File: src/rtl/mcard_pkg.sv
package mcard_pkg;
  localparam int FRAME_BYTES = 6;
  localparam int ARG_BYTES   = 4;
  localparam int SHORT_RSP   = 4;
  localparam logic [7:0] LONG_HDR = 8'h3F;

  typedef enum logic [2:0] {
    RG_DIV   = 3'd0,
    RG_EN    = 3'd1,
    RG_PEND  = 3'd2,
    RG_START = 3'd3,
    RG_CMD   = 3'd4,
    RG_DAT   = 3'd5
  } reg_sel_e;

  // receive flags follow their enables, transmit flags stay clear
  function automatic logic [3:0] pend_from_en(input logic [3:0] en);
    return {en[3], 1'b0, en[1], 1'b0};
  endfunction
endpackage

File: src/rtl/mcard_cmd_asm.sv
module mcard_cmd_asm
  import mcard_pkg::*;
#(
  parameter int PTR_W = $clog2(FRAME_BYTES)
) (
  input  logic        clk,
  input  logic        rst,
  input  logic        wr_en,
  input  logic [7:0]  wr_byte,
  input  logic        ready,
  output logic        valid,
  output logic [5:0]  index,
  output logic [31:0] arg,
  output logic [7:0]  crc
);
  logic [PTR_W-1:0] ptr_q;
  logic [5:0]       idx_q;
  logic [7:0]       arg_q [ARG_BYTES];
  logic             skip_q;
  logic             last_byte;

  assign last_byte = (ptr_q == PTR_W'(FRAME_BYTES-1));

  always_ff @(posedge clk) begin
    if (rst) begin
      ptr_q  <= '0;
      idx_q  <= '0;
      skip_q <= 1'b0;
      valid  <= 1'b0;
      index  <= '0;
      arg    <= '0;
      crc    <= '0;
      for (int i = 0; i < ARG_BYTES; i++) arg_q[i] <= '0;
    end else begin
      if (valid && ready) valid <= 1'b0;
      if (wr_en) begin
        if (skip_q) begin
          skip_q <= 1'b0;
        end else if (last_byte) begin
          ptr_q  <= '0;
          valid  <= 1'b1;
          index  <= idx_q;
          for (int i = 0; i < ARG_BYTES; i++)
            arg[(ARG_BYTES-1-i)*8 +: 8] <= arg_q[i];
          crc    <= wr_byte;
          skip_q <= (idx_q == 6'd0);
        end else begin
          if (ptr_q == '0) idx_q <= wr_byte[5:0];
          else             arg_q[2'(ptr_q - 1'b1)] <= wr_byte;
          ptr_q <= ptr_q + 1'b1;
        end
      end
    end
  end
endmodule

File: src/rtl/mcard_rsp_buf.sv
module mcard_rsp_buf
  import mcard_pkg::*;
#(
  parameter int RSP_MAX = 16,
  parameter int LEN_W   = $clog2(RSP_MAX+2)
) (
  input  logic                 clk,
  input  logic                 rst,
  input  logic                 done,
  input  logic [LEN_W-1:0]     len,
  input  logic [RSP_MAX*8-1:0] payload,
  input  logic [5:0]           echo_idx,
  input  logic                 rd_en,
  output logic [7:0]           rd_byte
);
  localparam int DEPTH = RSP_MAX + 2;

  logic [7:0]       buf_q [DEPTH];
  logic [LEN_W-1:0] rlen_q, ptr_q, ptr_nxt;
  logic             long_rsp, short_rsp;

  assign long_rsp  = (len == LEN_W'(RSP_MAX));
  assign short_rsp = (len == LEN_W'(SHORT_RSP));
  assign ptr_nxt   = ptr_q + 1'b1;
  assign rd_byte   = (ptr_q <= LEN_W'(DEPTH-1)) ? buf_q[ptr_q] : 8'h00;

  always_ff @(posedge clk) begin
    if (rst) begin
      for (int i = 0; i < DEPTH; i++) buf_q[i] <= '0;
    end else if (done) begin
      buf_q[0] <= long_rsp ? LONG_HDR : {2'b00, echo_idx};
      for (int i = 0; i < RSP_MAX; i++) buf_q[i+1] <= payload[i*8 +: 8];
      if (short_rsp) buf_q[SHORT_RSP+1] <= 8'h00;
      buf_q[DEPTH-1] <= 8'h00;
    end
  end

  always_ff @(posedge clk) begin
    if (rst) begin
      rlen_q <= '0;
      ptr_q  <= '0;
    end else if (done) begin
      ptr_q  <= '0;
      if (long_rsp)       rlen_q <= LEN_W'(RSP_MAX+1);
      else if (short_rsp) rlen_q <= LEN_W'(SHORT_RSP+2);
      else                rlen_q <= len;
    end else if (rd_en) begin
      ptr_q <= (ptr_nxt > rlen_q) ? '0 : ptr_nxt;
    end
  end
endmodule

File: src/rtl/mcard_dat_port.sv
module mcard_dat_port #(
  parameter int DATA_W = 32,
  parameter int NB     = DATA_W/8,
  parameter int CNT_W  = $clog2(NB+1)
) (
  input  logic              clk,
  input  logic              rst,
  input  logic              wr_en,
  input  logic [DATA_W-1:0] wdata,
  output logic              tx_valid,
  output logic [7:0]        tx_byte,
  input  logic              rx_valid,
  input  logic [7:0]        rx_byte,
  output logic [DATA_W-1:0] rx_word
);
  logic [DATA_W-1:0] tx_sr;
  logic [CNT_W-1:0]  tx_cnt;

  assign tx_valid = (tx_cnt != '0);
  assign tx_byte  = tx_sr[DATA_W-1 -: 8];

  always_ff @(posedge clk) begin
    if (rst) begin
      tx_sr  <= '0;
      tx_cnt <= '0;
    end else if (wr_en) begin
      tx_sr  <= wdata;
      tx_cnt <= CNT_W'(NB);
    end else if (tx_cnt != '0) begin
      tx_sr  <= {tx_sr[DATA_W-9:0], 8'h00};
      tx_cnt <= tx_cnt - 1'b1;
    end
  end

  always_ff @(posedge clk) begin
    if (rst)           rx_word <= '0;
    else if (rx_valid) rx_word <= {rx_word[DATA_W-9:0], rx_byte};
  end
endmodule

File: src/rtl/mcard_regfront.sv
module mcard_regfront
  import mcard_pkg::*;
#(
  parameter int DATA_W  = 32,
  parameter int ADDR_W  = 5,
  parameter int RSP_MAX = 16,
  localparam int LEN_W  = $clog2(RSP_MAX+2)
) (
  input  logic                 clk,
  input  logic                 rst,
  input  logic                 card_present,
  input  logic [ADDR_W-1:0]    bus_addr,
  input  logic                 bus_wr,
  input  logic [DATA_W-1:0]    bus_wdata,
  input  logic                 bus_rd,
  output logic [DATA_W-1:0]    bus_rdata,
  output logic                 cmd_valid,
  input  logic                 cmd_ready,
  output logic [5:0]           cmd_index,
  output logic [31:0]          cmd_arg,
  output logic [7:0]           cmd_crc,
  input  logic                 rsp_done,
  input  logic [LEN_W-1:0]     rsp_len,
  input  logic [RSP_MAX*8-1:0] rsp_payload,
  output logic                 dtx_valid,
  output logic [7:0]           dtx_byte,
  input  logic                 drx_valid,
  input  logic [7:0]           drx_byte,
  output logic [DATA_W-1:0]    clk_div,
  output logic [3:0]           en_bits,
  output logic [1:0]           start_bits
);
  localparam int IDX_W = ADDR_W - 2;

  logic [IDX_W-1:0]  idx;
  logic              aligned;
  logic              sel_div, sel_en, sel_pend, sel_start, sel_cmd, sel_dat;
  logic              cmd_wr, cmd_rd, dat_wr;
  logic [DATA_W-1:0] div_q, en_q, start_q, rdata_d, rx_word;
  logic [3:0]        pend_q;
  logic [7:0]        rsp_byte;

  assign idx       = bus_addr[ADDR_W-1:2];
  assign aligned   = (bus_addr[1:0] == 2'b00);
  assign sel_div   = aligned && (idx == IDX_W'(RG_DIV));
  assign sel_en    = aligned && (idx == IDX_W'(RG_EN));
  assign sel_pend  = aligned && (idx == IDX_W'(RG_PEND));
  assign sel_start = aligned && (idx == IDX_W'(RG_START));
  assign sel_cmd   = aligned && (idx == IDX_W'(RG_CMD));
  assign sel_dat   = aligned && (idx == IDX_W'(RG_DAT));

  assign cmd_wr = bus_wr && sel_cmd && card_present;
  assign cmd_rd = bus_rd && sel_cmd && card_present;
  assign dat_wr = bus_wr && sel_dat && card_present;

  always_ff @(posedge clk) begin
    if (rst) begin
      div_q   <= '0;
      en_q    <= '0;
      start_q <= '0;
      pend_q  <= '0;
    end else if (bus_wr) begin
      if (sel_div)   div_q   <= bus_wdata;
      if (sel_start) start_q <= bus_wdata;
      if (sel_en) begin
        en_q   <= bus_wdata;
        pend_q <= pend_from_en(bus_wdata[3:0]);
      end
      if (sel_pend)  pend_q  <= pend_from_en(en_q[3:0]);
    end
  end

  always_comb begin
    rdata_d = '0;
    if (sel_div)   rdata_d = div_q;
    if (sel_en)    rdata_d = en_q;
    if (sel_pend)  rdata_d = DATA_W'(pend_q);
    if (sel_start) rdata_d = start_q;
    if (sel_cmd)   rdata_d = card_present ? DATA_W'(rsp_byte) : DATA_W'(8'hFF);
    if (sel_dat)   rdata_d = card_present ? rx_word : '1;
  end

  always_ff @(posedge clk) begin
    if (rst)         bus_rdata <= '0;
    else if (bus_rd) bus_rdata <= rdata_d;
  end

  assign clk_div    = div_q;
  assign en_bits    = en_q[3:0];
  assign start_bits = start_q[1:0];

  mcard_cmd_asm u_cmd_asm (
    .clk     (clk),
    .rst     (rst),
    .wr_en   (cmd_wr),
    .wr_byte (bus_wdata[7:0]),
    .ready   (cmd_ready),
    .valid   (cmd_valid),
    .index   (cmd_index),
    .arg     (cmd_arg),
    .crc     (cmd_crc)
  );

  mcard_rsp_buf #(.RSP_MAX(RSP_MAX), .LEN_W(LEN_W)) u_rsp_buf (
    .clk      (clk),
    .rst      (rst),
    .done     (rsp_done),
    .len      (rsp_len),
    .payload  (rsp_payload),
    .echo_idx (cmd_index),
    .rd_en    (cmd_rd),
    .rd_byte  (rsp_byte)
  );

  mcard_dat_port #(.DATA_W(DATA_W)) u_dat_port (
    .clk      (clk),
    .rst      (rst),
    .wr_en    (dat_wr),
    .wdata    (bus_wdata),
    .tx_valid (dtx_valid),
    .tx_byte  (dtx_byte),
    .rx_valid (drx_valid),
    .rx_byte  (drx_byte),
    .rx_word  (rx_word)
  );
endmodule

File: config.mk
export PLATFORM = sky130hd
export DESIGN_NAME = mcard_regfront
export DESIGN_NICKNAME = d
export VERILOG_FILES = /design/src/rtl/mcard_pkg.sv /design/src/rtl/mcard_cmd_asm.sv /design/src/rtl/mcard_rsp_buf.sv /design/src/rtl/mcard_dat_port.sv /design/src/rtl/mcard_regfront.sv
export SDC_FILE = /design/constraint.sdc
export NUM_CORES = 1
export LEC_CHECK = 0
export CORE_ASPECT_RATIO = 0.6
export CORE_MARGIN = 2
export CORE_UTILIZATION = 45
export DETAILED_ROUTE_END_ITERATION = 6
export PLACE_DENSITY = 0.72
export SLEW_MARGIN = 30
export SYNTH_ARGS = -nofsm -noshare
export SYNTH_HDL_FRONTEND = slang
export SYNTH_SLANG_ARGS = --single-unit
File: constraint.sdc
create_clock -name clk -period 5.53 [get_ports clk]
set_clock_uncertainty 0.05 [all_clocks]
set_input_delay 1.106 -clock clk [delete_from_list [all_inputs] [get_ports clk]]
set_output_delay 1.106 -clock clk [all_outputs]
set_load 0.1 [all_outputs]
======== Yosys cells after proc, flatten, opt, wreduce, memory -nomap -nowiden ========
Memory sizes are Yosys's and may differ from the RTL's. A register that Yosys moved wholly into a read port is not among the register bits.
Cells that the tools add are included.
operators by class
  add/subtract/negate cells ............... 4
  $mul .................................... 0
  div/mod/pow operators ................... 0
  $lt $le $gt $ge ......................... 2
  equality and inequality tests ........... 8
  shifts and indexed selects .............. 0
  muxes and demuxes ....................... 65
  bitwise gates (word level) .............. 21
  reduce and logical (&&, ||, !) cells .... 30
operators by type and width
  kind                 number
  $mux 32              9
  $mux 8               22
  $mux 5               5
  $mux 1               22
  $or 1x1->1           19
  $logic_and 1x1->1    13
  $reduce_and 2->1     5
  $eq 3x3->1 const B   3
  $mux 3               3
  $mux 4               2
  $reduce_or 8->1      1
  $eq 3x2->1 const B   2
  $logic_not 3->1      2
  $logic_not 6->1      1
  $mux 6               1
  $add 5x1->5 const B  1
  $eq 5x3->1 const B   1
  $eq 5x5->1 const B   1
  $gt 5x5->1           1
  $le 5x5->1 const B   1
  $reduce_and 4->1     1
  $reduce_bool 2->1    2
  $reduce_or 2->1      2
  $add 3x1->3 const B  1
  other kinds (8)      9
word-level totals
  register bits after elaboration ......... 234
  bits in latches ......................... 0
  memory bits (writable) .................. 176
  memory bits (read-only) ................. 0
  bits of input ports ..................... 186
  output and inout port bits .............. 126
  logic and storage cells ................. 149
  memories kept ........................... 2
memories
  memory           depth  bits a word  rd ports  clocked after memory_dff  wr ports  RTL line             source
  u_rsp_buf.buf_q  18     8            1         1                         18        mcard_rsp_buf.sv:18  logic [7:0] buf_q [DEPTH];
  u_cmd_asm.arg_q  4      8            4         4                         4         mcard_cmd_asm.sv:18  logic [7:0] arg_q [ARG_BYTES];

======== Longest topological paths before layout ========
  depth in word-level cells ............... 9
  gate-level depth with buffers ........... 9
  depth with buffers taken out ............ 9

======== By module ========
A second synthesis with hierarchy kept.
second synthesis, totals
  cells, all modules ...................... 1795
  area, all modules ....................... 19269.7 sq um
by module, submodules not included
  module          times used  cells each  area each (sq um)  sequential area each (sq um)
  mcard_rsp_buf   1           462         6792.8             4324.1
  mcard_regfront  1           727         6213.5             2602.5
  mcard_cmd_asm   1           335         3410.8             2102.0
  mcard_dat_port  1           271         2852.7             1341.3

======== Least setup slack after synthesis ========
Ideal clock, no wire load.
  kind .................................... input -> register
  start ................................... input port rsp_done
  end ..................................... memory u_rsp_buf.buf_q[0][0] (enable)
  setup time .............................. 547 ps
  arrival time ............................ 5158 ps
  data required time ...................... 4933 ps
  setup slack ............................. -225 ps
  stages on the path ...................... 3
  buffers on the path ..................... 2
  path through ............................ buf_2 > or2_2 > clkbuf_1
RTL lines
  what             RTL line              source
  start, declared  mcard_regfront.sv:22  input logic rsp_done,
  end, declared    mcard_rsp_buf.sv:18

==> reports/metrics.yaml <==
status:
  run_status: "completed"
synth:
  number_of_standard_cells_after_synthesis: 1807
  synth_top_family_by_area: "simple AND/OR/NAND/NOR gates"
  yosysWarningCount: 0
  synthesis.area_per_instance_um2: 10.30
  xor_xnor_fraction_of_synth_area: 0.002353
  synth_nets: 2007
  asyncSetResetFlopFracSynth: 0
  synth_ff_type: "sky130_fd_sc_hd__dfxtp_1"
  postSynthRegisterBits: 435
  syn-cell-area_um2: 18610
  synth_sequential_area_ratio: 0.5571
  synth_simple_gate_area_frac: 0.1771
  synth.mux.area_fraction: 0.09519
  synth_edf_count: 166
  post_synth_num_cell_types: 61
  synthesized_area_fraction_occupied_by_ao_oa_aoi_and_oai_cells: 0.1154
  yosys.area_share.adder: 0.009411
sta:
  grt_setup_unrepaired: "false"
  finalCriticalPeriod_ps: 3776
  final_hold_viol_count: 0
  achievable-frequency_ghz: 0.2648
  tns_ps: 0
  timing_worst_slew_pin_value_ps: 1023
  slew_viol_final: 0
  hold-worst-slack_ps: 403.2
  slew_headroom: 0.3157
  fin_ws_ps: 1754
  setup_failing_eps_final: 0
  post-route-period-util: 0.6829
clocking:
  post-cts-setup-buffers: 0
  path_clk_slew_ps: 60
  tritoncts_clock_tree: "yes"
  tritoncts_num_sinks: 435
  cts_hold_buf: 0
  buffer_depth_of_the_longest_clock_path: 3
  cts_resized: 0
  clock_insertion_delay_worst_skew_ps: 550
  tritoncts.num_buffers: 41
  cts_htree_levels: 2
  cts_root_buffer: "sky130_fd_sc_hd__clkbuf_16"
final_layout:
  post_layout_nonfiller_instances: 2602
  largest_reg_flops: 134
  finish.net_count: 2235
  final_area_um2: 23210
  largest-register: "u_rsp_buf.buf_q"
  layout-drive-gt1-share: 0.09139
  area.growth.synth_to_final_pct: 24.72
  final_util: 0.5711
  nFillCells: 3453
global_route:
  globalRoute.totalOverflow: 0
  number_of_global_route_vias_before_repair: 13710
  gr-usage-all-layers: 0.2430
  initial_antenna_violation_count: 4
  grt_start_max_net_pins: 127
  grt_pass1_wl_um: 80250
placement:
  post-dp-hpwl_um: 36930
  detailed_place.area_um2: 21850
  placement.setup.worst_slack_ps: 1215
  finalWeightedCongestion: 0.9354
  dp.cells: 2523
  i_o_buffers: 311
power:
  p_seq_frac: 0.493
  clkPwrFrac: 0.399
  totalPowerFinal_mw: 7.087
  internal_power_mw: 5.346
  power.net_switching_mw: 1.741
  p_leak_nw: 8.311
  irDropWorstVdd_uv: 212.6
  p_sw_frac: 0.2457
  combPwrFrac: 0.108
  power-per-cell-area_nw_per_um2: 305.3
setup_path:
  cp_num_buf_inv: 2
  worst-setup-path-type: "in2reg"
  worst-endpoint-arrival_ps: 3980
  worstPathRequired_ps: 5730
  critical_path.slowest_cell: "sky130_fd_sc_hd__nor3b_1"
  crit_chain: "clkdlybuf4s50_1, buf_4, nor3b_1, nand4b_2, nor3_4, and3_1, or2_2"
  critical-path-top-delay-family: "simple AND/OR/NAND/NOR gates"
  worst_setup_path_end_kind: "register"
  critPathLaunchType: "input pin"
  crit_path_max_fanout: 30
  crit_path_max_incr_delay_ps: 600
die:
  rows: 57
  core_area_um2: 40650
  floorplan.io_pins: 312
  fp.dieH_um: 161.5
  chipWidth_um: 266.6
  initial_utilization: 0.4579
  full_die_area_um2: 43060
routing:
  routed_via_density: 5.453
  wire_per_inst_um: 20.42
  detailroute.via_count: 14190
  drt-initial-drc-count: 1288
  drt.antenna.violating_nets: 0
  post-route-drc-count: 0
  detail_route.wirelength_um: 53130
  detailed_routing_iterations_pass_1: 5
job:
  max-cap-violations: 0
worst_hold_path:
  worst_hold_path_type: "reg2reg"
==> cell type report <==
| type | instances | area (um2) | share of cell area |
|---|---|---|---|
| flip-flops and latches | 435 | 10370 | 0.4467 |
| multi-input cells | 1198 | 7487 | 0.3225 |
| repair buffers | 334 | 3241 | 0.1396 |
| clock buffers | 61 | 1222 | 0.05266 |
| well taps | 531 | 664.4 | 0.02862 |
| clock inverters | 15 | 127.6 | 0.005497 |
| inverters | 25 | 93.84 | 0.004042 |
| diodes | 3 | 7.507 | 0.0003234 |
==> worst paths after layout <==
check	cells past startpoint	endpoint	start	slack [ps]
worst min register to register	2	start_q[30]$_SDFFE_PP0P_	start_q[30]$_SDFFE_PP0P_	400
worst max-delay path	7	u_cmd_asm.arg_q[1][5]$_SDFFCE_PN0P_	card_present	1750
worst min-delay path	2	start_q[30]$_SDFFE_PP0P_	start_q[30]$_SDFFE_PP0P_	400
worst max register to register	6	bus_rdata[3]$_SDFFE_PP0P_	register	2800
==> cell usage after synthesis, types with 3 or more instances <==
library cell | n | area, um2
sky130_fd_sc_hd__nor3_1 | 13 | 65.06
sky130_fd_sc_hd__xnor2_1 | 3 | 26.28
sky130_fd_sc_hd__and2_1 | 162 | 1013
sky130_fd_sc_hd__o31ai_1 | 3 | 22.52
sky130_fd_sc_hd__a21oi_1 | 174 | 870.8
sky130_fd_sc_hd__and3_1 | 3 | 18.77
sky130_fd_sc_hd__mux2i_1 | 78 | 780.8
sky130_fd_sc_hd__nand2b_1 | 6 | 37.54
sky130_fd_sc_hd__nor2b_1 | 32 | 200.2
sky130_fd_sc_hd__nand3_1 | 17 | 85.08
sky130_fd_sc_hd__buf_2 | 17 | 85.08
sky130_fd_sc_hd__ha_1 | 14 | 175.2
sky130_fd_sc_hd__or2_2 | 3 | 18.77
sky130_fd_sc_hd__mux4_2 | 32 | 720.7
sky130_fd_sc_hd__mux2_2 | 24 | 270.3
sky130_fd_sc_hd__a2111oi_0 | 11 | 96.34
sky130_fd_sc_hd__o21a_1 | 11 | 82.58
sky130_fd_sc_hd__buf_6 | 7 | 78.83
sky130_fd_sc_hd__buf_1 | 12 | 45.04
sky130_fd_sc_hd__a22oi_1 | 29 | 217.7
sky130_fd_sc_hd__nand2_1 | 323 | 1212
sky130_fd_sc_hd__clkbuf_1 | 91 | 341.6
sky130_fd_sc_hd__dfxtp_1 | 269 | 5385
sky130_fd_sc_hd__a211oi_1 | 33 | 247.7
sky130_fd_sc_hd__a211o_1 | 4 | 35.03
sky130_fd_sc_hd__o21ai_0 | 39 | 195.2
sky130_fd_sc_hd__inv_1 | 24 | 90.09
sky130_fd_sc_hd__nor2_1 | 118 | 442.9
sky130_fd_sc_hd__edfxtp_1 | 166 | 4985
sky130_fd_sc_hd__o2111ai_1 | 3 | 26.28
sky130_fd_sc_hd__nand3b_1 | 3 | 22.52
sky130_fd_sc_hd__buf_4 | 22 | 165.2
sky130_fd_sc_hd__o221ai_1 | 24 | 210.2
==> worst register-to-register path: cells and delay by family, from the launching register on <==
family / cells / cell delay (ps)
muxes: 2 / 1090
and+or+nand+nor: 1 / 90
AOI/OAI and AO/OA: 2 / 650
DFF: 1 / 310
buffers and inverters: 1 / 410
==> power groups by stage <==
stage	Combinational (mW)	Clock (mW)	Sequential (mW)
after global routing	0.817	3.00	3.50
after global placement	0.754	0	3.56
after detailed placement	0.762	0	3.57
after CTS	0.765	2.87	3.50
after floorplan	0.402	0	3.63
final	0.763	2.83	3.50
==> cells by family after synthesis <==
group	after synthesis
AO/OA/AOI/OAI	348
AND/OR/NAND/NOR	697
XOR/XNOR	5
multiplexers	134
flip-flops	435
buffers and inverters	174
adder cells (fa/ha/maj)	14
==> routing by layer <==
metal | up-vias | global-route usage | wire length, um | part of all wire
met5 | - | 0 | 0 | 0
met4 | 0 | 0.07533 | 1402 | 0.026
met3 | 89 | 0.05275 | 3993 | 0.075
met2 | 500 | 0.3616 | 23180 | 0.44
met1 | 6857 | 0.3536 | 24560 | 0.46
li1 | 6743 | - | - | -
==> cells in the final DEF, fill, tap and decap left out, drive strengths merged, types with 3 or more instances in the layout <==
cell type / n
and2: 162
nand3b: 3
nor2: 120
nor3b: 3
mux4: 32
or2: 3
edfxtp: 166
o221ai: 24
nand2: 323
mux2: 24
nor2b: 32
diode: 3
mux2i: 78
a22oi: 29
o21ai: 41
clkbuf: 62
a211o: 4
clkinv: 13
nand3: 18
a211oi: 33
dfxtp: 269
xnor2: 3
inv: 25
and3: 3
nand2b: 6
o31ai: 3
o21a: 11
o2111ai: 3
buf: 40
a2111oi: 11
clkdlybuf4s50: 293
a21oi: 175
ha: 14
nor3: 15
No activity file was read; power rests on OpenSTA's default activity.
